[src/rtl/pg_handshake_ctrl.sv]
module pg_handshake_ctrl #(
  parameter int ID_W      = 6,
  parameter int IDLE_CYC  = 8,
  parameter int DRAIN_CYC = 20,
  parameter int NB        = 4
) (
  input  logic               clk,
  input  logic               rst_n,
  input  logic [ID_W-1:0]    router_id,
  input  logic               core_asleep,
  input  logic               core_traffic,
  input  logic               inbuf_empty,
  input  logic               outlatch_empty,
  input  logic [NB-1:0]      nb_present,
  input  logic [NB-1:0]      nb_drain,
  input  logic [NB-1:0]      nb_sleep,
  input  logic [NB-1:0]      nb_wake,
  input  logic [NB-1:0]      nb_active,
  input  logic [NB-1:0]      nb_done,
  input  logic [NB-1:0]      nb_deliver,
  input  logic [NB*ID_W-1:0] nb_id,
  input  logic [NB-1:0]      tx_busy,
  output logic               bc_active,
  output logic               bc_drain,
  output logic               bc_sleep,
  output logic               bc_wake,
  output logic [NB-1:0]      done_out,
  output logic [NB-1:0]      hold_tx,
  output logic               bypass_en,
  output logic               pg_req,
  output logic [NB-1:0]      cred_zero,
  output logic [NB-1:0]      cred_full,
  output logic [2*NB-1:0]    psr_flat
);
  localparam int IW = $clog2(IDLE_CYC + 1);
  localparam int DW = $clog2(DRAIN_CYC + 1);

  typedef enum logic [1:0] {P_ACT = 2'd0, P_DRN = 2'd1, P_SLP = 2'd2, P_WAK = 2'd3} pst_t;

  pst_t            st, st_n;
  logic [IW-1:0]   idle_q;
  logic [DW-1:0]   drn_q;
  logic [2*NB-1:0] psr_q, psr_n;
  logic [NB-1:0]   blk, lose, dn_ok;
  logic            quiet;

  assign quiet = core_asleep && !core_traffic;

  always_comb begin
    psr_n = psr_q;
    for (int i = 0; i < NB; i++) begin
      logic [1:0] cur;
      cur = psr_q[2*i +: 2];
      if (nb_present[i]) begin
        if (nb_wake[i])        psr_n[2*i +: 2] = P_WAK;
        else if (nb_sleep[i])  psr_n[2*i +: 2] = P_SLP;
        else if (nb_drain[i])  psr_n[2*i +: 2] = P_DRN;
        else if (nb_active[i]) psr_n[2*i +: 2] = P_ACT;
      end
      blk[i]       = nb_present[i] && (cur == P_DRN || cur == P_SLP);
      hold_tx[i]   = nb_present[i] && (cur == P_DRN || cur == P_WAK);
      done_out[i]  = hold_tx[i] && !tx_busy[i];
      lose[i]      = nb_present[i] && nb_drain[i] && (nb_id[i*ID_W +: ID_W] < router_id);
      dn_ok[i]     = !nb_present[i] || nb_done[i];
      cred_zero[i] = nb_present[i] && psr_n[2*i +: 2] == P_SLP && cur != P_SLP;
      cred_full[i] = nb_present[i] && psr_n[2*i +: 2] == P_ACT && cur == P_WAK;
    end
  end

  always_comb begin
    st_n = st;
    case (st)
      P_ACT: if (quiet && idle_q == IW'(IDLE_CYC) && blk == '0) st_n = P_DRN;
      P_DRN: begin
        if (|lose)                          st_n = P_ACT;
        else if (drn_q == DW'(DRAIN_CYC-1)) st_n = P_ACT;
        else if (!core_asleep)              st_n = P_ACT;
        else if (inbuf_empty && &dn_ok)     st_n = P_SLP;
      end
      P_SLP: if (!core_asleep || |(nb_deliver & nb_present)) st_n = P_WAK;
      P_WAK: if (outlatch_empty && &dn_ok) st_n = P_ACT;
      default: st_n = P_ACT;
    endcase
  end

  always_ff @(posedge clk or negedge rst_n) begin
    if (!rst_n) begin
      st     <= P_ACT;
      idle_q <= '0;
      drn_q  <= '0;
      psr_q  <= '0;
    end else begin
      st     <= st_n;
      psr_q  <= psr_n;
      if (st == P_ACT && quiet)
        idle_q <= (idle_q == IW'(IDLE_CYC)) ? idle_q : idle_q + IW'(1);
      else
        idle_q <= '0;
      drn_q <= (st == P_DRN && st_n == P_DRN) ? drn_q + DW'(1) : '0;
    end
  end

  assign bc_active = st == P_ACT;
  assign bc_drain  = st == P_DRN;
  assign bc_sleep  = st == P_SLP;
  assign bc_wake   = st == P_WAK;
  assign bypass_en = st == P_SLP || st == P_WAK;
  assign pg_req    = st == P_SLP;
  assign psr_flat  = psr_q;


  drain_entry_chk: assert property (@(posedge clk) disable iff (!rst_n)
    $rose(bc_drain) |-> $past(core_asleep) && !$past(core_traffic));


  no_block_chk: assert property (@(posedge clk) disable iff (!rst_n)
    $rose(bc_drain) |-> $past(blk) == '0);


  sleep_entry_chk: assert property (@(posedge clk) disable iff (!rst_n)
    $rose(bc_sleep) |-> $past(bc_drain) && $past(inbuf_empty));


  wake_entry_chk: assert property (@(posedge clk) disable iff (!rst_n)
    $rose(bc_wake) |-> $past(bc_sleep));


  bypass_off_chk: assert property (@(posedge clk) disable iff (!rst_n)
    $fell(bypass_en) |-> bc_active && $past(outlatch_empty));


  absent_hold_chk: assert property (@(posedge clk) disable iff (!rst_n)
    !nb_present[0] |=> psr_flat[1:0] == $past(psr_flat[1:0]));


  onehot_bc_chk: assert property (@(posedge clk) disable iff (!rst_n)
    $onehot0({bc_active, bc_drain, bc_sleep, bc_wake}) && (bc_active || bc_drain || bc_sleep || bc_wake));
endmodule

[config.mk]
export PLATFORM = sky130hd
export DESIGN_NAME = pg_handshake_ctrl
export DESIGN_NICKNAME = d
export VERILOG_FILES = /design/src/rtl/pg_handshake_ctrl.sv
export SDC_FILE = /design/constraint.sdc
export NUM_CORES = 1
export LEC_CHECK = 0
export BUFFER_PORTS_ARGS = -buffer_cell sky130_fd_sc_hd__clkbuf_2
export CORE_MARGIN = 8
export CORE_UTILIZATION = 48
export DETAILED_ROUTE_END_ITERATION = 10
export PLACE_DENSITY = 0.95
export SYNTH_ARGS = -nofsm -noshare
export SYNTH_HDL_FRONTEND = slang
export SYNTH_SLANG_ARGS = --single-unit
[constraint.sdc]
create_clock -name clk -period 3.5 [get_ports clk]
set_clock_uncertainty 0.2 [all_clocks]
set_input_delay 0.7 -clock clk [delete_from_list [all_inputs] [get_ports clk]]
set_output_delay 0.7 -clock clk [all_outputs]
set_load 0.005 [all_outputs]
==> results.cfg, run 1 <==
[global_routing]
grt_usage_pct = 18.1
grt-ovfl-total = 0
antenna_found_initial = 0
grt_max_degree = 20
first_global_vias = 1999
grt_first_pass_wirelength_um = 8990

[clocking]
cts_root_buf = clkbuf_4
cts_tree = yes
clk_latency_ns = 0.30
cts_resized = 0
ctsHtreeMaxLevel = 1
cts_setup_buffers = 0
ctsHoldBuffers = 0
clkTransAtPathRegs_ns = 0.11
clock_path_buffers = 2
cts_num_sinks = 19
cts_buffers = 3

[yosys]
synth.distinct_cells = 38
ys.flop_type = dfrtp_1
netlist_area_um2 = 1740
seq_area_frac_synth_pct = 27.3
syn-mean-instance-area_um2 = 8.50
synth-edff-count = 0
async_flop_share_pct = 100
synth_warnings = 0
syn_nets = 304
ys_seq_elements = 19
synth_cells = 205

[power_and_ir_drop]
leakagePower_nw = 1.22
vdd_drop_max_uv = 222
powerDensity_nw_per_um2 = 283

[setup_path]
path_common_cell = clkbuf_2
critPathLaunchType = input port
r2r-start = drn_q[0]
cp_slowest_stage_delay_ns = 0.25
worstPathArrival_ns = 1.66
r2r-end = drn_q[4]
crit_fanout = 7
reg2reg_slack_ns = 1.57
required_ns = 2.60
critPathSlowestCell = nor4_1
crit_type = in -> out
end_kind = primary output
reg2reg_depth = 6
path_cells = clkbuf_2 > inv_1 > o21ai_0 > nor4_1 > clkbuf_2

[timing]
hold_violations = 0
slew_violations = 0
slew_headroom_pct = 66.4
clock.fmax_ghz = 0.390
period_needed_ns = 2.56
setup_tns_ns = 0
grt_setup_unrepaired = false
setup_ws_ns = 0.935
setup_violations = 0
timing.final.crit_share_pct = 73.3
tightestPinTransition_ns = 0.504

[finish]
fin_util_pct = 64.2
n_antenna_cell = 0
layout.nets = 403
area_delta_synth_final_pct = 32.0
final_layout_size_suffix_gt1_share_pct = 35.0

[floorplanning]
die_width_um = 76.2
die_h_um = 76.2
core_area_um2 = 3580
io_pins = 98
num_rows = 22
dieArea_um2 = 5810
start_util_pct = 48.7

[placed_design]
io_buffers = 97
gp_congestion = 0.855
hpwlAfterDp_um = 4630
pre_cts_slack_ns = 0.899

[routing]
routed_wl_um = 5370
wl_per_cell_um = 15.3
ant_nets = 0
vias = 1893
drt_first_pass_iters = 4
vias_per_cell = 5.39
drcViolationCount = 0
first_iter_violations = 78

[run_status]
outcome = finished clean

[hold_path]
hold_class = in -> async

[run]
maxCapViolations = 0
[cell usage after synthesis (2+ instances only)]
library cell	n	area share, %
xor2_1	4	2.0
nand3b_1	4	1.7
or2b_1	4	1.7
nand2b_1	4	1.4
o22ai_1	3	1.1
ha_1	31	22
a2111oi_0	3	1.5
dfrtp_1	19	27
inv_1	20	4.3
nand3_1	3	0.86
xnor2_1	2	1.0
nor4_1	9	3.2
a211oi_1	4	1.7
nor2_1	20	4.3
o21ai_0	12	3.4
nand2_1	17	3.7
a21oi_1	14	4.0
o21a_1	4	1.7
nor3_1	9	2.6
[report_power, final]
group / leakage, nW / switching, W / internal [W]
clock network: 0.0177 / 0.0000701 / 0.0000425
logic: 0.967 / 0.000143 / 0.000126
registers: 0.237 / 0.0000284 / 0.000241
[registers in the layout, indices dropped and copies added, names as in the netlist]
name / cells
drn_q: 5
idle_q: 4
psr_flat: 8
st: 2
[stage by stage]
stage	hold slack (ns)	std cells	cell area [um^2]	power (W)
2_1_floorplan	0.204	205	1740	0.000415
3_3_place_gp	0.258	347	2270	0.000531
3_5_place_dp	0.276	347	2270	0.000542
4_1_cts	0.145	351	2300	0.000659
5_1_grt	0.161	351	2300	0.000706
6_report	0.147	351	2300	0.000651
[cells in the final DEF, fill, tap and decap left out]
master	count
xor2_1	4
or3_1	1
a2111oi_2	1
a21oi_1	14
clkbuf_2	97
nand3b_1	4
and2_0	1
or2b_1	4
a211oi_1	4
ha_1	31
o31ai_1	1
nand4_2	1
nor3_1	9
nor2_1	20
clkbuf_4	3
o32ai_1	1
dfrtp_1	19
o21ai_0	12
xnor2_1	2
a2111oi_0	3
nand2_1	17
o21a_1	4
o21bai_1	1
a31oi_1	1
inv_1	20
clkinv_2	1
a211oi_4	1
o22ai_1	3
a222oi_1	1
and2_1	1
nand2b_1	4
nor4_1	9
nor4b_2	1
nand3_1	3
and3_1	1
nor4_2	1
and2b_1	1
o2111a_1	1
[critical path, delay by kind of cell]
kind / cells / cell delay, ns
buf+inv: 3 / 0.52
simple gates: 1 / 0.25
compound gates: 1 / 0.19
[area by class of cell]
| type | count | area (um^2) |
|---|---|---|
| multi-input cells | 163 | 1170 |
| inverters | 20 | 75.1 |
| fillers | 289 | 1280 |
| well taps | 48 | 60.1 |
| flip-flops and latches | 19 | 475 |
| clock inverters | 1 | 5.00 |
| clock buffers | 3 | 22.5 |
| repair buffers | 97 | 485 |
[worst max-delay path by stage]
stage	from	end	slack, ns
floorplan	router_id[1]	st[1]	1.19
global placement	nb_present[3]	cred_zero[3]	0.94
detailed placement	router_id[2]	st[0]	0.90
CTS	nb_present[3]	cred_zero[3]	0.95
global route	nb_present[2]	cred_zero[2]	0.81
finish	nb_present[3]	cred_zero[3]	0.94
[cells by family after synthesis]
logic type / count (synthesis) / share of synthesized area, %
fa+ha+maj: 31 / 22.3
flops: 19 / 27.3
compound gates: 48 / 18.5
xor+xnor: 6 / 3.02
simple gates: 78 / 23.7
buf+inv: 23 / 5.24
[layer usage]
metal  GRT usage (%)  part of all wire (%)  up-vias
met2            33.1                    51       71
li1                -                     -      938
met1            19.6                    41      878
met5               0                     0        -
met4            4.23                  0.93        0
met3            5.66                   7.0        6
No activity file was read; power rests on OpenSTA's default activity.
==> run 2: changes to the inputs <==
- CORE_UTILIZATION: 48 -> 45
- PLACE_DENSITY: 0.95 -> 0.93
- clock period: 3.5 -> 2.41 ns (I/O delays scaled with it)
==> run 2 against run 1 <==
Effect of this change: routed wire length is 4.6% higher; clock power is 96% higher; flip-flop and latch count stayed put; largest power group is now combinational logic.
==> results.cfg, run 2 (synthesis gave the netlist of run 1 again) <==
[timing]
tightestPinTransition_ns = 0.503
setup_tns_ns = 0
setup_violations = 0
slew_violations = 0
clock.fmax_ghz = 0.456
timing.final.crit_share_pct = 90.9
period_needed_ns = 2.19
hold_violations = 0
slew_headroom_pct = 66.5
grt_setup_unrepaired = false

[floorplanning]
num_rows = 22
io_pins = 98
dieArea_um2 = 6120
core_area_um2 = 3690
die_h_um = 78.2
die_width_um = 78.2
start_util_pct = 47.2

[clocking]
cts_buffers = 3
clkTransAtPathRegs_ns = 0.07
cts_tree = yes
cts_setup_buffers = 0
cts_num_sinks = 19
clk_latency_ns = 0.26
cts_root_buf = clkbuf_8
clock_path_buffers = 2
ctsHtreeMaxLevel = 1

[power_and_ir_drop]
leakagePower_nw = 1.24
powerDensity_nw_per_um2 = 431
total_power_w = 0.00101
vdd_drop_max_uv = 443

[hold_path]
min_to = psr_flat[7]
min-delay-start = nb_present[3]
whs_path_depth = 2
hold_class = in -> reg

[routing]
drcViolationCount = 0
routed_wl_um = 5620
ant_nets = 0
first_iter_violations = 106
vias = 1914
wl_per_cell_um = 15.9
vias_per_cell = 5.41
drt_first_pass_iters = 4

[setup_path]
worstPathArrival_ns = 1.51
r2r-start = drn_q[0]
crit_fanout = 7
path_cells = clkbuf_2 > inv_1 > o21ai_0 > nor4_1 > clkbuf_2
end_kind = primary output
required_ns = 1.73
r2r-end = drn_q[2]
reg2reg_slack_ns = 0.45
cp_num_buf_inv = 3
reg2reg_depth = 6
crit_start = nb_present[0]
path_common_cell = clkbuf_2
critPathLaunchType = input port
cp_slowest_stage_delay_ns = 0.31
critPathTopFamily = buffers and inverters
critPathSlowestCell = nor4_1
crit_type = in -> out

[finish]
finalNonFillerCells = 354
final_layout_size_suffix_gt1_share_pct = 35.0
fin_area_um2 = 2340
n_antenna_cell = 0
layout.nets = 406
largest_reg_flops = 8
fill_cells = 294
area_delta_synth_final_pct = 34.4
layout_common_cells = clkbuf_2, ha_1, inv_1, nor2_1, dfrtp_1
layout_commonest_cell = clkbuf_2

[placed_design]
hpwlAfterDp_um = 4860
dp.cells = 349
io_buffers = 97
gp_congestion = 0.856
place_area_um2 = 2290

[global_routing]
grt_usage_pct = 17.8
grt_max_degree = 20
grt-ovfl-total = 0
grt_first_pass_wirelength_um = 9040
antenna_found_initial = 0
first_global_vias = 2021

[run]
maxCapViolations = 0

[run_status]
outcome = finished clean
run 2: changes by cell type in the layout (fill, tap and decap cells not counted), sizes merged:
cell	change
clkbuf	+1
dlygate4sd3	+1
clkinv	-1
buf	+2
run 2: per-layer routing:
metal | wire [um] | vias to the layer above | global-route usage [%]
met1 | 2190 | 890 | 18.8
met2 | 2830 | 67 | 31.8
met3 | 437 | 14 | 6.49
li1 | - | 943 | -
met4 | 159 | 0 | 6.30
met5 | 0 | - | 0
run 2: stage by stage:
step | utilization, % | setup WS [ns] | hold WS, ns
final | 63.5 | 0.218 | 0.285
after floorplan | - | 0.317 | -0.0136
after detailed placement | 62.0 | 0.0330 | 0.268
after global routing | 63.5 | 0.0783 | 0.283
after global placement | 62.0 | 0.134 | 0.254
after CTS | 63.5 | 0.222 | 0.278
run 2: worst max-delay path by stage:
stage,to,slack [ns],cells after the start
finish,cred_zero[0],0.22,5
global route,cred_full[1],0.08,4
CTS,cred_zero[0],0.22,5
detailed placement,st[1],0.03,8
floorplan,st[1],0.32,6
global placement,st[1],0.13,7
run 2: repair_timing:
action | CTS | global route
gates resized for setup | 0 | 0
hold endpoints to repair | 19 | 0
hold buffers | 1 | 0
run 2: area by class of cell:
class	instances	area, um^2	share of cell area, %
Inverter	20	75.1	3.21
Sequential cell	19	475	20.3
Tap cell	48	60.1	2.57
Multi-Input combinational cell	163	1170	50.2
Clock buffer	4	45.0	1.92
Timing Repair Buffer	100	510	21.8
run 2: power by group:
group / internal [W] / switching, W / leakage [nW]
logic: 0.000187 / 0.000208 / 0.981
registers: 0.000350 / 0.0000429 / 0.237
clock network: 0.000118 / 0.000104 / 0.0228
